<file path="src/rtl/callstk_pkg.sv">
package callstk_pkg;

  typedef enum logic [2:0] {
    OP_NONE  = 3'd0,
    OP_RCALL = 3'd1,
    OP_ICALL = 3'd2,
    OP_LCALL = 3'd3,
    OP_RET   = 3'd4,
    OP_RETI  = 3'd5
  } op_e;

  // strobes from the control unit to the datapath
  typedef struct packed {
    logic       latch;    // capture target and return address
    op_e        op;       // decoded kind, valid with latch
    logic       pushEn;   // write one byte at SP, then SP-1
    logic       popEn;    // read one byte at SP+1, then SP+1
    logic       capByte;  // shift read data into the pop buffer
    logic [1:0] byteIdx;  // return-address byte being written
    logic       selRet;   // pcOut from popped bytes
    logic       ioOpen;   // I/O writes to SP permitted
  } stb_t;

  localparam int unsigned LONG_W = 22;

endpackage

</file>
<file path="src/rtl/callstk_decode.sv">
module callstk_decode
  import callstk_pkg::*;
(
  input  logic [15:0] instrWord,
  output op_e         op
);

  always_comb begin
    if (instrWord[15:12] == 4'b1101)
      op = OP_RCALL;
    else if (instrWord == 16'h9509)
      op = OP_ICALL;
    else if (instrWord == 16'h9508)
      op = OP_RET;
    else if (instrWord == 16'h9518)
      op = OP_RETI;
    else if (instrWord[15:9] == 7'b1001010 && instrWord[3:1] == 3'b111)
      op = OP_LCALL;
    else
      op = OP_NONE;
  end

endmodule

</file>
<file path="src/rtl/callstk_ctrl.sv">
module callstk_ctrl
  import callstk_pkg::*;
#(
  parameter int unsigned PcBytes = 2
) (
  input  logic clk,
  input  logic rstN,
  input  logic instrValid,
  input  op_e  op,
  output stb_t stb,
  output logic busy,
  output logic pcLoad,
  output logic iFlagSet
);

  typedef enum logic [2:0] {
    S_IDLE, S_FETCH2, S_PUSH, S_POP, S_DONE
  } state_e;

  localparam logic [1:0] LastIdx = 2'(PcBytes - 1);

  state_e     state, nextState;
  logic [1:0] cnt;
  logic       retiQ;
  logic       accept;
  logic       lastByte;

  assign accept   = (state == S_IDLE) && instrValid && (op != OP_NONE);
  assign lastByte = (cnt == LastIdx);
  assign busy     = (state != S_IDLE);

  always_comb begin
    stb       = '0;
    stb.op    = op;
    nextState = state;
    pcLoad    = 1'b0;
    iFlagSet  = 1'b0;
    unique case (state)
      S_IDLE: begin
        stb.ioOpen = !accept;
        if (accept) begin
          stb.latch = 1'b1;
          unique case (op)
            OP_RCALL, OP_ICALL: nextState = S_PUSH;
            OP_LCALL:           nextState = S_FETCH2;
            OP_RET, OP_RETI:    nextState = S_POP;
            default:            nextState = S_IDLE;
          endcase
        end
      end
      S_FETCH2: nextState = S_PUSH;
      S_PUSH: begin
        stb.pushEn  = 1'b1;
        stb.byteIdx = cnt;
        if (lastByte) begin
          pcLoad    = 1'b1;
          nextState = S_IDLE;
        end
      end
      S_POP: begin
        stb.popEn   = 1'b1;
        stb.capByte = (cnt != 2'd0);
        if (lastByte) nextState = S_DONE;
      end
      S_DONE: begin
        stb.selRet = 1'b1;
        pcLoad     = 1'b1;
        iFlagSet   = retiQ;
        nextState  = S_IDLE;
      end
      default: nextState = S_IDLE;
    endcase
  end

  always_ff @(posedge clk) begin
    if (!rstN) begin
      state <= S_IDLE;
      cnt   <= 2'd0;
      retiQ <= 1'b0;
    end else begin
      state <= nextState;
      if (nextState != state) cnt <= 2'd0;
      else if (state == S_PUSH || state == S_POP) cnt <= cnt + 2'd1;
      if (accept) retiQ <= (op == OP_RETI);
    end
  end

  // an accepted instruction makes the block busy next cycle
  a_r8_accept_busy: assert property (@(posedge clk) disable iff (!rstN)
    (instrValid && !busy && op != OP_NONE) |=> busy);

  // an unknown word leaves the block idle
  a_r1_ignore_unknown: assert property (@(posedge clk) disable iff (!rstN)
    (instrValid && !busy && op == OP_NONE) |=> !busy);

  // interrupt-enable request only with a program counter load
  a_r7_flag_with_load: assert property (@(posedge clk) disable iff (!rstN)
    iFlagSet |-> pcLoad);

  // a restored address follows stack reads
  a_r6_load_after_pops: assert property (@(posedge clk) disable iff (!rstN)
    (pcLoad && stb.selRet) |-> $past(stb.popEn));

endmodule

</file>
<file path="src/rtl/callstk_dpath.sv">
module callstk_dpath
  import callstk_pkg::*;
#(
  parameter int unsigned PcW      = 16,
  parameter int unsigned PcBytes  = 2,
  parameter logic [15:0] ResetSp  = 16'h0000,
  parameter logic [5:0]  SpLoAddr = 6'h3D,
  parameter logic [5:0]  SpHiAddr = 6'h3E
) (
  input  logic           clk,
  input  logic           rstN,
  input  stb_t           stb,
  input  logic [15:0]    instrWord,
  input  logic [15:0]    instrWord2,
  input  logic [PcW-1:0] pcIn,
  input  logic [15:0]    zIn,
  input  logic [5:0]     ioAddr,
  input  logic           ioWe,
  input  logic [7:0]     ioWdata,
  output logic [7:0]     ioRdata,
  output logic [15:0]    memAddr,
  output logic [7:0]     memWdata,
  input  logic [7:0]     memRdata,
  output logic [PcW-1:0] pcOut
);

  localparam int unsigned PadW = PcBytes * 8;
  localparam int unsigned BufW = (PcBytes - 1) * 8;
  localparam int unsigned IdxW = (PcBytes > 2) ? 2 : 1;

  logic [15:0]     spReg;
  logic [PadW-1:0] retQ;
  logic [PcW-1:0]  targetQ;
  logic [BufW-1:0] popBuf;
  logic [PadW-1:0] popFull;
  logic [7:0]      retBytes [PcBytes];
  logic [PcW-1:0]  relOff;
  logic [LONG_W-1:0] longTarget;

  // stack pointer: stack moves first, software writes only when open
  always_ff @(posedge clk) begin
    if (!rstN) begin
      spReg <= ResetSp;
    end else if (stb.pushEn) begin
      spReg <= spReg - 16'd1;
    end else if (stb.popEn) begin
      spReg <= spReg + 16'd1;
    end else if (ioWe && stb.ioOpen) begin
      if (ioAddr == SpLoAddr) spReg[7:0]  <= ioWdata;
      if (ioAddr == SpHiAddr) spReg[15:8] <= ioWdata;
    end
  end

  always_comb begin
    if (ioAddr == SpLoAddr)      ioRdata = spReg[7:0];
    else if (ioAddr == SpHiAddr) ioRdata = spReg[15:8];
    else                         ioRdata = 8'h00;
  end

  // target and return address captured on accept
  assign relOff     = {{(PcW-12){instrWord[11]}}, instrWord[11:0]};
  assign longTarget = {instrWord[8:4], instrWord[0], instrWord2};

  always_ff @(posedge clk) begin
    if (!rstN) begin
      retQ    <= '0;
      targetQ <= '0;
    end else if (stb.latch) begin
      retQ <= PadW'(pcIn) + ((stb.op == OP_LCALL) ? PadW'(2) : PadW'(1));
      unique case (stb.op)
        OP_RCALL: targetQ <= pcIn + relOff + PcW'(1);
        OP_ICALL: targetQ <= PcW'(zIn);
        OP_LCALL: targetQ <= PcW'(longTarget);
        default:  targetQ <= targetQ;
      endcase
    end
  end

  // return address split into bytes, low byte first
  for (genvar b = 0; b < PcBytes; b++) begin : g_bytes
    assign retBytes[b] = retQ[b*8 +: 8];
  end

  assign memWdata = retBytes[stb.byteIdx[IdxW-1:0]];
  assign memAddr  = stb.popEn ? (spReg + 16'd1) : spReg;

  // popped bytes arrive high first; the last one is used directly
  if (PcBytes == 2) begin : g_buf2
    always_ff @(posedge clk) begin
      if (!rstN)            popBuf <= '0;
      else if (stb.capByte) popBuf <= memRdata;
    end
  end else begin : g_bufn
    always_ff @(posedge clk) begin
      if (!rstN)            popBuf <= '0;
      else if (stb.capByte) popBuf <= {popBuf[BufW-9:0], memRdata};
    end
  end

  assign popFull = {popBuf, memRdata};
  assign pcOut   = stb.selRet ? popFull[PcW-1:0] : targetQ;

  // every pushed byte lowers the stack pointer by one
  a_r3_push_dec: assert property (@(posedge clk) disable iff (!rstN)
    stb.pushEn |=> (spReg == $past(spReg) - 16'd1));

  // every popped byte raises the stack pointer by one
  a_r6_pop_inc: assert property (@(posedge clk) disable iff (!rstN)
    stb.popEn |=> (spReg == $past(spReg) + 16'd1));

  // software writes while a sequence runs leave SP alone
  a_r9_io_blocked: assert property (@(posedge clk) disable iff (!rstN)
    (ioWe && !stb.ioOpen && !stb.pushEn && !stb.popEn) |=> $stable(spReg));

endmodule

</file>
<file path="src/rtl/callstk_top.sv">
module callstk_top
  import callstk_pkg::*;
#(
  parameter int unsigned PcW      = 16,
  parameter logic [15:0] ResetSp  = 16'h0000,
  parameter logic [5:0]  SpLoAddr = 6'h3D,
  parameter logic [5:0]  SpHiAddr = 6'h3E
) (
  input  logic           clk,
  input  logic           rstN,
  input  logic           instrValid,
  input  logic [15:0]    instrWord,
  input  logic [15:0]    instrWord2,
  input  logic [PcW-1:0] pcIn,
  input  logic [15:0]    zIn,
  output logic           busy,
  output logic           pcLoad,
  output logic [PcW-1:0] pcOut,
  output logic           iFlagSet,
  output logic           memWe,
  output logic           memRe,
  output logic [15:0]    memAddr,
  output logic [7:0]     memWdata,
  input  logic [7:0]     memRdata,
  input  logic [5:0]     ioAddr,
  input  logic           ioWe,
  input  logic [7:0]     ioWdata,
  output logic [7:0]     ioRdata
);

  localparam int unsigned PcBytes = (PcW + 7) / 8;

  op_e  op;
  stb_t stb;

  callstk_decode u_decode (
    .instrWord (instrWord),
    .op        (op)
  );

  callstk_ctrl #(.PcBytes(PcBytes)) u_ctrl (
    .clk        (clk),
    .rstN       (rstN),
    .instrValid (instrValid),
    .op         (op),
    .stb        (stb),
    .busy       (busy),
    .pcLoad     (pcLoad),
    .iFlagSet   (iFlagSet)
  );

  callstk_dpath #(
    .PcW      (PcW),
    .PcBytes  (PcBytes),
    .ResetSp  (ResetSp),
    .SpLoAddr (SpLoAddr),
    .SpHiAddr (SpHiAddr)
  ) u_dpath (
    .clk        (clk),
    .rstN       (rstN),
    .stb        (stb),
    .instrWord  (instrWord),
    .instrWord2 (instrWord2),
    .pcIn       (pcIn),
    .zIn        (zIn),
    .ioAddr     (ioAddr),
    .ioWe       (ioWe),
    .ioWdata    (ioWdata),
    .ioRdata    (ioRdata),
    .memAddr    (memAddr),
    .memWdata   (memWdata),
    .memRdata   (memRdata),
    .pcOut      (pcOut)
  );

  assign memWe = stb.pushEn;
  assign memRe = stb.popEn;

endmodule

</file>
<file path="config.mk">
export PLATFORM = sky130hd
export DESIGN_NAME = callstk_top
export DESIGN_NICKNAME = d
export VERILOG_FILES = /design/src/rtl/callstk_pkg.sv /design/src/rtl/callstk_decode.sv /design/src/rtl/callstk_ctrl.sv /design/src/rtl/callstk_dpath.sv /design/src/rtl/callstk_top.sv
export SDC_FILE = /design/constraint.sdc
export NUM_CORES = 1
export LEC_CHECK = 0
export ABC_AREA = 1
export BUFFER_PORTS_ARGS = -buffer_cell sky130_fd_sc_hd__buf_2
export CAP_MARGIN = 20
export CORE_ASPECT_RATIO = 1.75
export CORE_MARGIN = 4
export CORE_UTILIZATION = 55
export DETAILED_ROUTE_END_ITERATION = 12
export GPL_ROUTABILITY_DRIVEN = 0
export PLACE_DENSITY = 0.91
export SLEW_MARGIN = 15
export SYNTH_ARGS = -nofsm -noshare
export SYNTH_HDL_FRONTEND = slang
export SYNTH_HIERARCHICAL = 1
export SYNTH_SLANG_ARGS = --single-unit
</file>
<file path="constraint.sdc">
create_clock -name clk -period 3.7 [get_ports clk]
set_input_delay 0.185 -clock clk [delete_from_list [all_inputs] [get_ports clk]]
set_output_delay 0.185 -clock clk [all_outputs]
set_load 0.02 [all_outputs]
</file>
After elaboration in Yosys (flattened, before gate mapping):

Index checks and enable logic that the tools add are counted.

* output and inout bits: 53
* bits in registers: 62
* logic and storage cells: 90
* bits of input ports: 90

* add/subtract/negate cells: 6
* bitwise gates (word level): 2
* equal/unequal tests: 19
* order comparisons: 1
* reductions and logical operators: 20
* mux-type cells: 34

Operator list (number)
* 16-bit two-way mux: 5
* 8-bit two-way mux: 7
* 16-bit equality test (second input constant): 3
* 16-bit case mux with 3 select lines: 1
* 16-bit by 1-bit adder with 16-bit output (second input constant): 2
* 16-bit adder: 2
* 3-bit two-way mux: 7
* 3-bit nonzero test: 6
* 16-bit by 1-bit subtractor with 16-bit output (second input constant): 1
* 3-bit by 2-bit equality test with 1-bit output (second input constant): 4
* 3-bit equality test (second input constant): 4
* 6-bit equality test (second input constant): 2
* 3-bit case mux with 4 select lines: 1
* 1-bit two-way mux: 8
* 7-bit equality test (second input constant): 1
* 3-bit by 1-bit equality test with 1-bit output (second input constant): 2
* 2-bit two-way mux: 3
* 2-bit case mux with 3 select lines: 1
* 2-bit AND reduction: 3
* 2-bit OR reduction: 3
* 4-bit equality test (second input constant): 1
* 1-bit logical AND: 4
* 3-bit logical NOT: 1
* 3-bit inequality test: 1
* 9 further kinds: 9

Depth between registers and ports, before layout:

* depth in word-level cells: 15
* mapped depth: 20
* depth with buffers taken out: 18

Cells and area by module:

Netlist, hierarchy kept.

By module, submodules not included
* callstk_dpath: area an instance 5143.7 um2, times used 1, cells an instance 813, seq. area each 1121.1 um2
* callstk_ctrl: area an instance 441.7 um2, times used 1, cells an instance 69, seq. area each 120.1 um2
* callstk_decode: area an instance 175.2 um2, times used 1, cells an instance 42, seq. area each 0.0 um2

Worst setup path before layout:

OpenSTA, ideal clock, no wires.

* path kind: input port to flip-flop
* start: input port instrWord[12]
* end: register u_dpath.retQ[12]
* path slack: 1.046 ns
* stages: 20
* arrival time: 2.538 ns
* library setup time: 0.116 ns
* data required time: 3.584 ns
* buffers on the path: 2
* path through: inv_1 > nor2_2 > nand2_1 > nor2_2 > nand2_1 > nand3_1 > buf_4 > nand2_1 > nor2_4 > buf_4 > inv_1 > ha_1 > fa_1 > nand3_1 > inv_1 > nand3_1 > or2_0 > nand3_1 > o211ai_1 > inv_1

* cells in the longest elaborated chain, start to end: 11
* elaborated cells between the ends (all ways): 18
* those cells by class: 1 x add/sub; 6 x eq/ne; 8 x mux; 3 x reduce/logical

Ends and longest elaborated chain
* start, declared: RTL line callstk_top.sv:12 `input logic [15:0] instrWord,`
* 7-bit equality test: RTL line callstk_decode.sv:17 `else if (instrWord[15:9] == 7'b1001010 && instrWord[3:1] == 3'b111)`
* 1-bit logical AND: RTL line callstk_decode.sv:17
* 2-bit two-way mux: RTL line callstk_decode.sv:17
* 3-bit two-way mux: RTL line callstk_decode.sv:15 `else if (instrWord == 16'h9518)`
* 3-bit two-way mux: RTL line callstk_decode.sv:13 `else if (instrWord == 16'h9508)`
* 3-bit two-way mux: RTL line callstk_decode.sv:11 `else if (instrWord == 16'h9509)`
* 3-bit two-way mux (*): RTL line callstk_decode.sv:9 `if (instrWord[15:12] == 4'b1101)`
* net op[0]: RTL line callstk_top.sv:33 `op_e op;`
* branches (longest 4 deep; another with 16-bit adder)
* end signal, assigned: RTL line callstk_dpath.sv:69 `retQ <= PadW'(pcIn) + ((stb.op == OP_LCALL) ? PadW'(2) : PadW'(1));`
* end, declared: RTL line callstk_dpath.sv:32 `logic [PadW-1:0] retQ;`

Mark *: on every way through the listed nets, which the timed path passes.
A chain may end at the register's enable or synchronous reset.

==> results.md <==
- The clock drives 62 sinks.
- Buffers added to address setup during post-CTS repair amount to 0.
- The pin count of the biggest net entering global routing is 44.
- The number of I/O pins is 143.
- The number of DRC violations after detailed-routing iteration 0 is 470.
- The category of the worst setup path capture point is a primary output.
- The worst path setup slack after routing is 957.1 ps.
- The initial antenna violation count was 0.
- Row generation in the floorplan step produced 49 rows.
- Dividing total power by cell area gives a power density of 276.9 mW/mm2.
- Setup total negative slack on the finished layout was measured at 0 ps.
- Max-cap violations in this run came to 0.
- The proportion of layout cells with a drive suffix above 1 is 23.62%.
- Setup repair after global routing left no endpoint under its margin.
- The number of buffers created by CTS is 9.
- The total of hold buffers inserted after clock tree synthesis is 0.
- The overall power consumption is 1865 uW.
- The highest fanout seen on the critical path is 15.
- 0 antenna diodes ended up in the layout.
- In the final routed layout, each cell accounts on average for 15.53 um.
- Synthesis handed over a netlist of between 900 and 1000 instances.
- The overall routed net length is 18.27 mm.
- The post-layout minimum cycle time is 2743 ps.
- The first global-routing pass estimated 28.10 mm of wire.
- The category of the worst setup path launch point is a flip-flop.
- The fraction of the cycle the final worst path needs is around 74%.
- Clock latency on the worst-skew pair, taken at its later pin, is 330 ps.
- The run finished with clean final reports.
- The die covers 0.01223 mm2.
- TritonCTS built the clock tree.
- The final worst hold slack is between 100 and 150 ps.
- The count of buffers inserted at the top-level ports is 142.
- By startpoint and endpoint, the worst setup path is classified as flip-flop to primary output.
- For the worst setup path, the data required time is 3510 ps.
- The layout net count is 1158.
- The number of slew-limit violations in the final report was 0.
- When the netlist entered floorplanning its net count stood at ~1000.
- The path class of the tightest hold or removal check is input pin to flip-flop.
- The placed instances occupy a cell area of 0.006434 mm2.
- The filler cell count in the final layout is 914.
- The longest clock path from root to sink contains 2 buffers.
- The post-synthesis instance area is about 0.0058 mm2.
- After detailed routing, the number of remaining DRC violations is 0.
- Setup violations remaining at the end of the flow were counted as 0.
- The total iterations of the first detailed-routing run is 8.
- The worst ir drop on vdd is approximately 0.00025 V.
- The ratio of routed vias to standard cells is between 5 and 6.
- The area added between synthesis and finish is 16.97%.
- The static leakage is 0.003634 uW.
- The setup clock skew after layout is 4.878 ps.
- Summing all multi-input logic gate instances after layout gives 0.003794 mm2.
- The core region is between 0.01 and 0.015 mm2.
- The arrival time at the worst endpoint is 2560 ps.
- The synthesized area per cell is ~6.2 um2.
- The fmax is 364.6 MHz.
- In the global route stage, overall resource usage came out at 28.62%.
- The half-perimeter wire length after placement is 14.43 mm.
- The count of cells resized by post-cts repair is 0.
- The transition at the pin with the smallest max-transition slack is 853.5 ps.
- The number of levels in the clock H-tree is 3.
- The flip-flop and latch area is 0.001241 mm2.
- Timing analysis after detailed placement gives a worst setup slack of 759.6 ps.
- Once the floorplan was initialized, standard cells occupied 56.23% of the core.
- The residual antenna-violating net count after detailed routing is 0.
- Clock-pin slew was measured on the worst setup and hold paths at around 50 ps.
- The area of all placed cells without fillers is 0.006734 mm2.
- The via count of the first global-routing pass was 6091.
- The relative slew slack is between 40% and 50%.
- The die outline height is around 140 um.
- The width of the die is between 80 and 90 um.
- Yosys printed 6 warnings.
- The via total after detailed routing is 6680.
- The number of endpoints with negative hold slack in the final report came to 0.
- The root buffer cell is sky130_fd_sc_hd__clkbuf_16.
- The total grt overflow is 0.
==> placed cells by master (no fill, tap or decap), types with 3 or more instances in the layout <==
cell type                   instances
sky130_fd_sc_hd__buf_4              5
sky130_fd_sc_hd__o21ai_1            7
sky130_fd_sc_hd__or2_2              4
sky130_fd_sc_hd__nor2_1            91
sky130_fd_sc_hd__o22ai_1            8
sky130_fd_sc_hd__a21oi_2            3
sky130_fd_sc_hd__mux2_2            17
sky130_fd_sc_hd__ha_1              21
sky130_fd_sc_hd__buf_2            142
sky130_fd_sc_hd__inv_1            117
sky130_fd_sc_hd__o211ai_1           6
sky130_fd_sc_hd__clkbuf_16          9
sky130_fd_sc_hd__nand2_4            3
sky130_fd_sc_hd__nor2_4             5
sky130_fd_sc_hd__nand4_1            9
sky130_fd_sc_hd__a31oi_1            4
sky130_fd_sc_hd__nand2_2            5
sky130_fd_sc_hd__inv_2             13
sky130_fd_sc_hd__clkinv_2           3
sky130_fd_sc_hd__o21ai_0           74
sky130_fd_sc_hd__nor2_2            13
sky130_fd_sc_hd__a21oi_1           56
sky130_fd_sc_hd__nor3_2             5
sky130_fd_sc_hd__nand3_2            4
sky130_fd_sc_hd__nand3_1           78
sky130_fd_sc_hd__xnor2_1            3
sky130_fd_sc_hd__dfxtp_1           62
sky130_fd_sc_hd__xor2_1            13
sky130_fd_sc_hd__a22oi_1            3
sky130_fd_sc_hd__nand3b_1           5
sky130_fd_sc_hd__nand2_1          216
sky130_fd_sc_hd__nor3_1            13
sky130_fd_sc_hd__a221oi_2           9
==> layer usage <==
| metal | share of wire (%) | GRT usage [%] | wire (um) | vias up |
|---|---|---|---|---|
| li1 | - | - | - | 3265 |
| met1 | 34 | 29.11 | 6278 | 2941 |
| met2 | 51 | 52.83 | 9365 | 378 |
| met3 | 7.4 | 3.844 | 1358 | 96 |
| met4 | 7.0 | 20.02 | 1272 | 0 |
| met5 | 0 | 0 | 0 | - |
==> worst max-delay path: stages, from the launching register on <==
cell and delay [ps]:
sky130_fd_sc_hd__dfxtp_1 330, sky130_fd_sc_hd__inv_1 180, sky130_fd_sc_hd__nand2_1 200, sky130_fd_sc_hd__nor2_1 170
sky130_fd_sc_hd__inv_1 90, sky130_fd_sc_hd__nor2_1 650, sky130_fd_sc_hd__mux2_2 430, sky130_fd_sc_hd__buf_2 160
==> registers in the layout (all words and copies together), names as in the netlist <==
| name | flops |
|---|---|
| u_dpath/popBuf | 8 |
| u_ctrl/cnt | 2 |
| u_dpath/spReg | 16 |
| u_ctrl/retiQ | 1 |
| u_ctrl/state | 3 |
| u_dpath/targetQ | 16 |
| u_dpath/retQ | 16 |
==> area by class of cell <==
class	instances	share of cell area [%]
inverters	131	7.302
clock inverters	6	0.9104
multi-input cells	694	56.34
flip-flops and latches	62	18.43
clock buffers	10	3.549
repair buffers	147	11.11
well taps	127	2.360
==> where the power goes <==
group / internal, uW / switching, uW / total [uW]
Clock: 536 / 299 / 835
Sequential: 675 / 5.57 / 680
Combinational: 129 / 220 / 349
==> per-stage QoR <==
stage          std cells  utilization, %
3_5_place_dp        1161           62.84
5_1_grt             1177           65.77
6_report            1177           65.77
3_3_place_gp        1161           62.84
4_1_cts             1177           65.77
2_1_floorplan        923               -
==> final timing paths <==
kind	from	to	slack (ps)	cells past startpoint
min	memRdata[6]	u_dpath/popBuf[6]	100	3
max	u_ctrl/state[2]	memWdata[0]	960	7
min reg2reg	u_dpath/retQ[8]	u_dpath/retQ[8]	480	2
max reg2reg	u_ctrl/state[1]	u_dpath/targetQ[8]	1280	9
Note: power is estimated with default switching activity, not from simulation.
